--- src/rtl/ccr_pkg.sv ---
package ccr_pkg;
   localparam int unsigned REG_FMT   = 8;
   localparam int unsigned REG_IFCFG = 9;
   localparam int unsigned REG_ERRST = 11;
   localparam int unsigned REG_MODE  = 12;
   localparam int unsigned REG_ALTST = 24;

   typedef enum logic [1:0] {
      PORT_INDEX  = 2'd0,
      PORT_DATA   = 2'd1,
      PORT_STATUS = 2'd2,
      PORT_PIO    = 2'd3
   } port_e;

   function automatic logic [7:0] reset_value(int unsigned i);
      case (i)
         2, 3, 4, 5, 18, 19: return 8'h88;
         6, 7:               return 8'h80;
         9:                  return 8'h08;
         12:                 return 8'h8A;
         25, 26:             return 8'hA0;
         default:            return 8'h00;
      endcase
   endfunction

   function automatic bit is_frozen(int unsigned i);
      return (i == 22) || (i == 27) || (i == 29) || (i == REG_ERRST);
   endfunction
endpackage

--- src/rtl/ccr_index_port.sv ---
module ccr_index_port #(
   parameter int IDX_W    = 7,
   parameter int CAL_LOAD = 1
) (
   input  logic             clk,
   input  logic             rst_n,
   input  logic             idx_wr,
   input  logic [IDX_W-1:0] idx_wdata,
   input  logic [1:0]       cal_req,
   input  logic             cal_rd,
   output logic [IDX_W-1:0] idx_q,
   output logic             cal_busy
);
   localparam int CNT_W = $clog2(CAL_LOAD + 1) < 1 ? 1 : $clog2(CAL_LOAD + 1);
   localparam logic [IDX_W-1:0] IDX_RST = IDX_W'(8'h40);

   logic [CNT_W-1:0] cal_cnt;
   logic             mce_rise;

   assign mce_rise = idx_wr && !idx_q[6] && idx_wdata[6] && (cal_req != 2'b00);
   assign cal_busy = (cal_cnt != '0);

   always_ff @(posedge clk) begin
      if (!rst_n) begin
         idx_q   <= IDX_RST;
         cal_cnt <= '0;
      end else begin
         if (idx_wr) idx_q <= idx_wdata;
         if (mce_rise)
            cal_cnt <= CNT_W'(CAL_LOAD);
         else if (cal_rd && cal_busy)
            cal_cnt <= cal_cnt - 1'b1;
      end
   end
endmodule

--- src/rtl/ccr_reg_bank.sv ---
module ccr_reg_bank
   import ccr_pkg::*;
#(
   parameter int NUM_REGS = 32,
   parameter int DATA_W   = 8,
   localparam int SEL_W   = $clog2(NUM_REGS)
) (
   input  logic              clk,
   input  logic              rst_n,
   input  logic              wr_en,
   input  logic [SEL_W-1:0]  wr_sel,
   input  logic [DATA_W-1:0] wdata,
   input  logic              mce_open,
   input  logic              stat_clr,
   input  logic              evt_set,
   output logic [DATA_W-1:0] regs_q [NUM_REGS],
   output logic              cfg_accept
);
   logic fmt_hit, fmt_full, fmt_part, cfg_hit;

   assign fmt_hit    = wr_en && (wr_sel == SEL_W'(REG_FMT));
   assign fmt_full   = fmt_hit && mce_open;
   assign fmt_part   = fmt_hit && !mce_open && regs_q[REG_ALTST][4];
   assign cfg_hit    = wr_en && (wr_sel == SEL_W'(REG_IFCFG));
   assign cfg_accept = fmt_full || fmt_part || cfg_hit;

   for (genvar i = 0; i < NUM_REGS; i++) begin : g_reg
      localparam logic [DATA_W-1:0] RST = reset_value(i);
      if (is_frozen(i)) begin : g_frozen
         assign regs_q[i] = RST;
      end else if (i == REG_MODE) begin : g_mode
         logic mode2_q;
         always_ff @(posedge clk) begin
            if (!rst_n)                             mode2_q <= RST[6];
            else if (wr_en && wr_sel == SEL_W'(i))  mode2_q <= wdata[6];
         end
         assign regs_q[i] = (RST & ~DATA_W'(8'h40)) | {{(DATA_W-7){1'b0}}, mode2_q, 6'b0};
      end else if (i == REG_FMT) begin : g_fmt
         logic [DATA_W-1:0] fmt_q;
         always_ff @(posedge clk) begin
            if (!rst_n)        fmt_q <= RST;
            else if (fmt_full) fmt_q <= wdata;
            else if (fmt_part) fmt_q <= {wdata[DATA_W-1:4], fmt_q[3:0]};
         end
         assign regs_q[i] = fmt_q;
      end else if (i == REG_ALTST) begin : g_alt
         logic [DATA_W-1:0] alt_q;
         logic [DATA_W-1:0] alt_nx;
         always_comb begin
            alt_nx = alt_q;
            if (wr_en && wr_sel == SEL_W'(i)) alt_nx = wdata;
            if (stat_clr) alt_nx[6:4] = 3'b000;
            if (evt_set)  alt_nx[4]   = 1'b1;
         end
         always_ff @(posedge clk) begin
            if (!rst_n) alt_q <= RST;
            else        alt_q <= alt_nx;
         end
         assign regs_q[i] = alt_q;
      end else begin : g_plain
         localparam logic [DATA_W-1:0] WMASK = (i == REG_IFCFG) ? ~DATA_W'(8'h20) : '1;
         logic [DATA_W-1:0] val_q;
         always_ff @(posedge clk) begin
            if (!rst_n)                            val_q <= RST;
            else if (wr_en && wr_sel == SEL_W'(i)) val_q <= wdata & WMASK;
         end
         assign regs_q[i] = val_q;
      end
   end
endmodule

--- src/rtl/ccr_read_mux.sv ---
module ccr_read_mux
   import ccr_pkg::*;
#(
   parameter int DATA_W = 8,
   parameter int IDX_W  = 7
) (
   input  logic [1:0]        port,
   input  logic [IDX_W-1:0]  idx_q,
   input  logic [DATA_W-1:0] sel_val,
   input  logic              cal_flag,
   input  logic              irq_q,
   output logic [DATA_W-1:0] rdata
);
   always_comb begin
      unique case (port_e'(port))
         PORT_INDEX:  rdata = {{(DATA_W-IDX_W){1'b0}}, idx_q};
         PORT_DATA:   rdata = sel_val | (cal_flag ? DATA_W'(8'h20) : '0);
         PORT_STATUS: rdata = {{(DATA_W-1){1'b0}}, irq_q};
         default:     rdata = '0;
      endcase
   end
endmodule

--- src/rtl/codec_ctrl_regfile.sv ---
module codec_ctrl_regfile
   import ccr_pkg::*;
#(
   parameter int NUM_REGS = 32,
   parameter int DATA_W   = 8,
   parameter int CAL_LOAD = 1
) (
   input  logic              clk,
   input  logic              rst_n,
   input  logic [1:0]        host_addr,
   input  logic [DATA_W-1:0] host_wdata,
   input  logic              host_wr,
   input  logic              host_rd,
   output logic [DATA_W-1:0] host_rdata,
   input  logic              evt_irq,
   output logic              irq,
   output logic              cfg_pulse
);
   localparam int SEL_W = $clog2(NUM_REGS);
   localparam int IDX_W = DATA_W - 1;

   if (DATA_W != 8) begin : g_bad_width
      $error("codec_ctrl_regfile: DATA_W must be 8");
   end
   if (NUM_REGS != 32) begin : g_bad_depth
      $error("codec_ctrl_regfile: NUM_REGS must be 32");
   end
   if (CAL_LOAD < 1) begin : g_bad_cal
      $error("codec_ctrl_regfile: CAL_LOAD must be at least 1");
   end

   logic [IDX_W-1:0]  idx_q;
   logic              cal_busy;
   logic [DATA_W-1:0] regs_q [NUM_REGS];
   logic [SEL_W-1:0]  data_sel;
   logic              mode2;
   logic              wr_idx, wr_data, wr_stat, rd_cal;
   logic              cfg_accept;
   logic              irq_q, pulse_q;
   logic [DATA_W-1:0] reg_fmt, reg_alt;

   assign mode2    = regs_q[REG_MODE][6];
   assign data_sel = mode2 ? SEL_W'(idx_q[4:0]) : SEL_W'({1'b0, idx_q[3:0]});
   assign wr_idx   = host_wr && (port_e'(host_addr) == PORT_INDEX);
   assign wr_data  = host_wr && (port_e'(host_addr) == PORT_DATA);
   assign wr_stat  = host_wr && (port_e'(host_addr) == PORT_STATUS);
   assign rd_cal   = host_rd && (port_e'(host_addr) == PORT_DATA)
                     && (data_sel == SEL_W'(REG_ERRST));
   assign reg_fmt  = regs_q[REG_FMT];
   assign reg_alt  = regs_q[REG_ALTST];

   ccr_index_port #(.IDX_W(IDX_W), .CAL_LOAD(CAL_LOAD)) u_index (
      .clk       (clk),
      .rst_n     (rst_n),
      .idx_wr    (wr_idx),
      .idx_wdata (host_wdata[IDX_W-1:0]),
      .cal_req   (regs_q[REG_IFCFG][4:3]),
      .cal_rd    (rd_cal),
      .idx_q     (idx_q),
      .cal_busy  (cal_busy)
   );

   ccr_reg_bank #(.NUM_REGS(NUM_REGS), .DATA_W(DATA_W)) u_bank (
      .clk        (clk),
      .rst_n      (rst_n),
      .wr_en      (wr_data),
      .wr_sel     (data_sel),
      .wdata      (host_wdata),
      .mce_open   (idx_q[6]),
      .stat_clr   (wr_stat),
      .evt_set    (evt_irq),
      .regs_q     (regs_q),
      .cfg_accept (cfg_accept)
   );

   ccr_read_mux #(.DATA_W(DATA_W), .IDX_W(IDX_W)) u_rmux (
      .port     (host_addr),
      .idx_q    (idx_q),
      .sel_val  (regs_q[data_sel]),
      .cal_flag (cal_busy && (data_sel == SEL_W'(REG_ERRST))),
      .irq_q    (irq_q),
      .rdata    (host_rdata)
   );

   always_ff @(posedge clk) begin
      if (!rst_n) begin
         irq_q   <= 1'b0;
         pulse_q <= 1'b0;
      end else begin
         if (evt_irq)      irq_q <= 1'b1;
         else if (wr_stat) irq_q <= 1'b0;
         pulse_q <= cfg_accept;
      end
   end

   assign irq       = irq_q;
   assign cfg_pulse = pulse_q;
endmodule

--- config.mk ---
export PLATFORM = sky130hd
export DESIGN_NAME = codec_ctrl_regfile
export DESIGN_NICKNAME = d
export VERILOG_FILES = /design/src/rtl/ccr_pkg.sv /design/src/rtl/ccr_index_port.sv /design/src/rtl/ccr_reg_bank.sv /design/src/rtl/ccr_read_mux.sv /design/src/rtl/codec_ctrl_regfile.sv
export SDC_FILE = /design/constraint.sdc
export NUM_CORES = 1
export LEC_CHECK = 0
export BUFFER_PORTS_ARGS = -buffer_cell sky130_fd_sc_hd__buf_2
export CORE_AREA = 2 2 145 147
export DETAILED_ROUTE_END_ITERATION = 7
export DIE_AREA = 0 0 147 149
export PLACE_DENSITY = 0.82
export SLEW_MARGIN = 20
export SYNTH_ARGS = -nofsm -noshare
export SYNTH_HDL_FRONTEND = slang
export SYNTH_SLANG_ARGS = --single-unit
--- constraint.sdc ---
create_clock -name clk -period 3 [get_ports clk]
set_input_delay 0.15 -clock clk [delete_from_list [all_inputs] [get_ports clk]]
set_output_delay 0.15 -clock clk [all_outputs]
set_load 0.03 [all_outputs]
==> results by group, run 1 <==
Status
  – Outcome: finished clean

GRT
  – Largest net degree at the start of global routing: 101
  – Total congestion overflow: 0
  – Initial antenna violation count: 0
  – Total Routing Usage GR: 25.8%
  – First-pass GRT wire length: 45,300 µm
  – Vias in the first global route: 8,041

Setup path
  – CP startpoint kind: register
  – WP data required: 2850 ps
  – Crit path largest cell delay: 500 ps
  – Slowest CP cell: dfxtp_4
  – Crit Path Max Fanout: 19
  – Delay-heaviest family, CP: compound AO/OA/AOI/OAI gates
  – Buf/Inv on CP: 2
  – CP cell instances: buf_6 -> mux2i_1 -> o2bb2ai_1 -> a2111oi_1 -> a21oi_1 -> a22o_1 -> buf_2
  – CP Depth: 7
  – CP endpoint kind: output port
  – WP data arrival: 2790 ps
  – R2R depth: 5
  – Worst Path Class, Setup: reg -> out

Final layout
  – Fill cells: 1,657
  – Fin util: 59.4%
  – Commonest non-fill, non-tap cell in the layout: dfxtp_1
  – Synth-to-layout area growth: 10.4%
  – Layout cell share with drive strength beyond 1: 15.8%
  – Post-route insts no fill: 1,399
  – Commonest non-fill, non-tap cells in the layout: dfxtp_1, mux2i_1, nand2_1
  – Nets: 1,121
  – Ant diodes: 0

Die
  – Die Ht: 149 µm
  – Core area: 20,600 µm²
  – Die width: 147 µm
  – Die ar.: 21,900 µm²
  – # rows: 53
  – Ports: 25
  – Initial Util: 53.8%

Routing
  – Vias per std cell: 6.00
  – Routed WL: 28,600 µm
  – Post-DRT Antenna Nets: 0
  – Via Count: 8,392
  – Residual DRC: 0
  – Iter 0 DRT Violations: 975
  – Avg WL per Cell: 20.4 µm
  – First-pass detailed-route iteration total: 5

Placed design
  – Setup WS pre-CTS: 291 ps
  – Cell total after placement: 1,346
  – GP Congestion: 0.948
  – DPL Wire Length: 18,000 µm
  – Buffers on Ports: 24

Timing
  – Max-Slew Margin vs Limit: 47.4%
  – Max Clock Freq: 340 MHz
  – Worst-margin pin slew: 789 ps
  – Max Slew Vio Count: 0
  – Hold Fails Final Rpt: 0
  – Tmin final: 2940 ps
  – Post-route worst setup slack: 60.2 ps
  – Tcrit/Tclk final: 98.0%
  – Worst Skew: 8.77 ps
  – Final setup viols: 0

Worst hold path
  – Hold Path Class: in -> reg
  – Worst Hold Depth: 2

Power
  – Final Total Pwr: 6640 µW
  – Worst ir drop on vdd: 396 µV
  – Pwr Density: 544 nW/µm²
  – Static Leak: 0.00387 µW

Synth
  – Synth warnings: 0
  – Post-Syn Area: 11,100 µm²
  – Synth unique cells: 60
  – Synthesized Nets: 1,138
  – #FFs+latches synth: 226
  – Average size of a mapped cell: 9.85 µm²
  – Number of flops mapped to enable cells by yosys: 0
  – FFs w/ async S/R, synth: 0%
  – Mapped Cells: 1,123
  – Primary FF master, synth: dfxtp_1
  – Sequential element share of the synthesized area: 40.9%

Clock tree
  – CTS clk-pin slew, worst paths: 60 ps
  – Clock latency on the worst-skew pair: 530 ps
  – CTS tree: built
  – Clock root buffer: clkbuf_16
  – # H-tree levels: 1
  – Sink Count: 226
  – TritonCTS Buffers: 24
  – Worst-case clock buffer depth: 3

Run
  – Max-Cap Viols: 0
[worst paths after layout]
path	slack (ps)	to	from
min	60	u_bank.g_reg[9].g_plain.val_q[3]$_SDFFE_PN1P_	rst_n
max reg2reg	700	u_bank.g_reg[14].g_plain.val_q[2]$_SDFFE_PN0P_	u_bank.g_reg[12].g_mode.mode2_q$_SDFFE_PN0P_
min reg2reg	460	u_bank.g_reg[21].g_plain.val_q[6]$_SDFFE_PN0P_	u_bank.g_reg[21].g_plain.val_q[6]$_SDFFE_PN0P_
max	60	host_rdata[6]	u_index.idx_q[1]$_SDFFE_PN0N_
[Yosys cell counts, types with 3 or more instances]
cell	number	area share [%]
nand3_1	22	1.0
o2111ai_1	5	0.40
a21oi_1	12	0.54
mux2i_1	185	17
o21ai_0	8	0.36
nand2b_1	5	0.28
nor2b_1	149	8.4
a32o_1	3	0.27
nand2_1	158	5.4
a22oi_1	12	0.81
a211oi_1	5	0.34
mux2_2	20	2.0
a31oi_1	8	0.45
mux4_2	18	3.7
buf_4	6	0.41
nor3_4	18	2.6
inv_1	6	0.20
or3_1	9	0.51
a32oi_1	3	0.24
nor2_1	16	0.54
a2111oi_0	3	0.24
a21boi_0	59	4.0
o2bb2ai_1	4	0.32
nor3_1	11	0.50
o221ai_1	6	0.48
clkbuf_1	47	1.6
o211ai_1	6	0.41
buf_6	7	0.71
a221o_1	6	0.54
buf_2	25	1.1
buf_1	13	0.44
nor3_2	8	0.72
and2_1	4	0.23
dfxtp_1	226	41
[registers in the layout (all words and copies together), names as in the netlist]
name and flops:
u_bank.g.g_fmt.fmt_q 8, u_index.cal_busy 1, u_bank.g.g_plain.val_q 199, u_index.idx_q 7
irq 1, u_bank.g.g_alt.alt_q 8, u_bank.g.g_mode.mode2_q 1, cfg_pulse 1
[layout make-up]
class | count | area (µm²) | area share (%)
timing repair buffer | 57 | 412 | 3.37
tap | 275 | 344 | 2.82
clock buffer | 30 | 684 | 5.60
sequential | 226 | 4540 | 37.1
inverter | 6 | 22.5 | 0.184
multi-input combinational | 791 | 6030 | 49.4
clock inverter | 14 | 185 | 1.52
[stage by stage]
step | setup TNS, ps | instance area (µm²) | hold slack (ps)
6_report | 0 | 12200 | 64.5
5_1_grt | -15.5 | 12200 | 80.9
4_1_cts | 0 | 12100 | 52.9
3_5_place_dp | 0 | 11200 | 366
3_3_place_gp | 0 | 11200 | 357
2_1_floorplan | 0 | 11100 | 265
[per-layer routing]
layer  vias to the layer above  GRT usage, %  routed length, µm  share of wire (%)
li1                       3893             -                  -                  -
met1                      4009          35.2              12300                 43
met2                       399          41.6              12800                 45
met3                        91          4.95               2500                8.8
met4                         0          8.61               1040                3.6
met5                         -             0                  0                  0
[power breakdown]
part | internal [µW] | switching (µW) | total, µW
clock network | 1970 | 1270 | 3230
logic | 130 | 253 | 383
registers | 3010 | 17.5 | 3030
[cells by family after synthesis]
group / count (synthesis) / synth area share (%)
and+or+nand+nor: 414 / 21.4
DFF: 226 / 40.9
muxes: 223 / 22.4
AOI/OAI and AO/OA: 154 / 10.4
buffers and inverters: 106 / 4.81
[worst reg2reg max path, delay by kind of cell, from the launching register on]
family	cells	cell delay [ps]
simple gates	4	1540
mux	1	290
flops	1	360
[timing repair]
action                     CTS  global route
resized for setup            4             8
setup endpoints to repair    6             7
hold buffers                 2             0
buffers inserted             1             6
hold endpoints to repair     3             0
Note: power is estimated with default switching activity, not from simulation.
==> run 2, diff against run 1 <==
- CELL_PAD_IN_SITES_DETAIL_PLACEMENT: not set -> 1
- CELL_PAD_IN_SITES_GLOBAL_PLACEMENT: not set -> 2
- CORE_AREA: 2 2 145 147 -> 2 2 162 164
- DIE_AREA: 0 0 147 149 -> 0 0 164 166
- PLACE_DENSITY: 0.82 -> 0.94
==> results by group, run 2 (synthesis results as in run 1) <==
Clock tree
  – Clock latency on the worst-skew pair: 540 ps
  – Sink Count: 226
  – CTS tree: built
  – CTS clk-pin slew, worst paths: 60 ps
  – Clock root buffer: clkbuf_16
  – Worst-case clock buffer depth: 3
  – TritonCTS Buffers: 25
  – # H-tree levels: 1

Die
  – Die Ht: 166 µm
  – Core area: 25,600 µm²
  – Die ar.: 27,200 µm²
  – Initial Util: 43.2%
  – # rows: 59
  – Die width: 164 µm
  – Ports: 25

Timing
  – Worst-margin pin slew: 832 ps
  – Max-Slew Margin vs Limit: 44.5%
  – Hold slack: 114 ps
  – RSZ-0062 raised after global routing: false
  – Worst Skew: 18.5 ps
  – Max Slew Vio Count: 0
  – Final setup viols: 0
  – Hold Fails Final Rpt: 0
  – Tmin final: 2930 ps
  – Max Clock Freq: 341 MHz
  – Setup_tns: 0 ps
  – Tcrit/Tclk final: 97.8%

Setup path
  – CP cell instances: buf_12 -> mux2i_1 -> nor3_1 -> a2111oi_1 -> a21oi_1 -> a22o_1 -> buf_2
  – Worst Path Class, Setup: reg -> out
  – Slowest CP cell: a2111oi_1
  – Crit path largest cell delay: 510 ps
  – WP data required: 2850 ps
  – CP startpoint kind: register
  – WP data arrival: 2780 ps
  – CP endpoint kind: output port
  – Crit Path Max Fanout: 22

Power
  – Worst ir drop on vdd: 466 µV
  – Pwr Density: 538 nW/µm²
  – Final Total Pwr: 6620 µW
  – Static Leak: 0.00387 µW

Final layout
  – Largest regs: u_bank.g.g_plain.val_q x199, u_bank.g.g_alt.alt_q x8, u_bank.g.g_fmt.fmt_q x8
  – Commonest non-fill, non-tap cells in the layout: dfxtp_1, mux2i_1, nand2_1
  – Fill cells: 2,833
  – Nets: 1,120
  – Synth-to-layout area growth: 11.2%
  – Max reg flops: 199
  – Fin util: 48.0%
  – Commonest non-fill, non-tap cell in the layout: dfxtp_1
  – Finished Cell Area: 12,300 µm²
  – Top reg by flops: u_bank.g.g_plain.val_q
  – Ant diodes: 0
  – Layout cell share with drive strength beyond 1: 15.6%

GRT
  – Total congestion overflow: 0
  – Total Routing Usage GR: 24.5%
  – Vias in the first global route: 8,673
  – Initial antenna violation count: 0
  – Largest net degree at the start of global routing: 71
  – First-pass GRT wire length: 51,800 µm

Routing
  – Via Count: 8,331
  – First-pass detailed-route iteration total: 5
  – Routed WL: 33,500 µm
  – Vias per std cell: 5.72
  – Avg WL per Cell: 23.0 µm
  – Post-DRT Antenna Nets: 0
  – Residual DRC: 0
  – Iter 0 DRT Violations: 656

Status
  – Outcome: finished clean

Placed design
  – Placement Cell Area: 11,400 µm²
  – DPL Wire Length: 21,900 µm
  – GP Congestion: 0.919
  – Buffers on Ports: 24

Worst hold path
  – Hold Path Class: in -> reg

Run
  – Max-Cap Viols: 0
==> run 2: cell types whose count changed in the layout (fill, tap and decap cells not counted), moves of 2 or more <==
| cell | before | now |
|---|---|---|
| buf_12 | 2 | 6 |
| buf_4 | 28 | 22 |
| bufinv_16 | 4 | 2 |
| clkbuf_8 | 4 | 8 |
| clkinvlp_4 | 3 | 0 |
==> run 2: worst paths after layout <==
kind                                                  start                                        endpoint  slack [ps]  cells past startpoint
max reg2reg    u_bank.g_reg[12].g_mode.mode2_q$_SDFFE_PN0P_   u_bank.g_reg[7].g_plain.val_q[5]$_SDFFE_PN0P_         560                      5
min reg2reg  u_bank.g_reg[19].g_plain.val_q[0]$_SDFFE_PN0P_  u_bank.g_reg[19].g_plain.val_q[0]$_SDFFE_PN0P_         460                      2
max                           u_index.idx_q[1]$_SDFFE_PN0N_                                   host_rdata[6]          70                      7
min                                                   rst_n  u_bank.g_reg[19].g_plain.val_q[3]$_SDFFE_PN1P_         110                      2
==> run 2: power breakdown <==
part	leakage, µW	switching [µW]	total (µW)	internal, µW
Clock	0.000426	1290	3190	1900
Sequential	0.00182	16.1	3030	3010
Combinational	0.00162	268	403	134
==> run 2: final cells by class <==
| cell class | instances | area (µm²) | area share (%) |
|---|---|---|---|
| multi-input cells | 791 | 6020 | 49.0 |
| well taps | 335 | 419 | 3.41 |
| flip-flops and latches | 226 | 4530 | 36.9 |
| inverters | 6 | 22.5 | 0.183 |
| clock buffers | 35 | 743 | 6.04 |
| repair buffers | 55 | 447 | 3.63 |
| clock inverters | 9 | 105 | 0.855 |
==> run 2: critical path, delay by kind of cell, from the launching register on <==
kind,cells,cell delay [ps]
buf+inv,2,410
compound gates,3,880
simple gates,1,100
mux,1,390
flops,1,460
==> run 2: what timing repair did <==
item | in CTS | in global routing
hold buffers | 2 | 0
buffers inserted | 1 | 1
gates resized for setup | 5 | 7
endpoints found under the hold margin | 3 | 0
setup endpoints to repair | 7 | 7
==> run 2: per-stage QoR <==
stage / instances / setup WS (ps)
detailed placement: 1409 / 461
floorplan: 1123 / 76.0
CTS: 1456 / 44.7
global placement: 1409 / 465
finish: 1457 / 65.6
global route: 1457 / 1.33
==> run 2: metal layers <==
layer	global-route usage [%]	up-vias	part of all wire, %
li1	-	3873	-
met1	33.8	4160	46
met2	40.0	241	46
met3	3.82	57	5.9
met4	6.25	0	2.1
met5	0	-	0
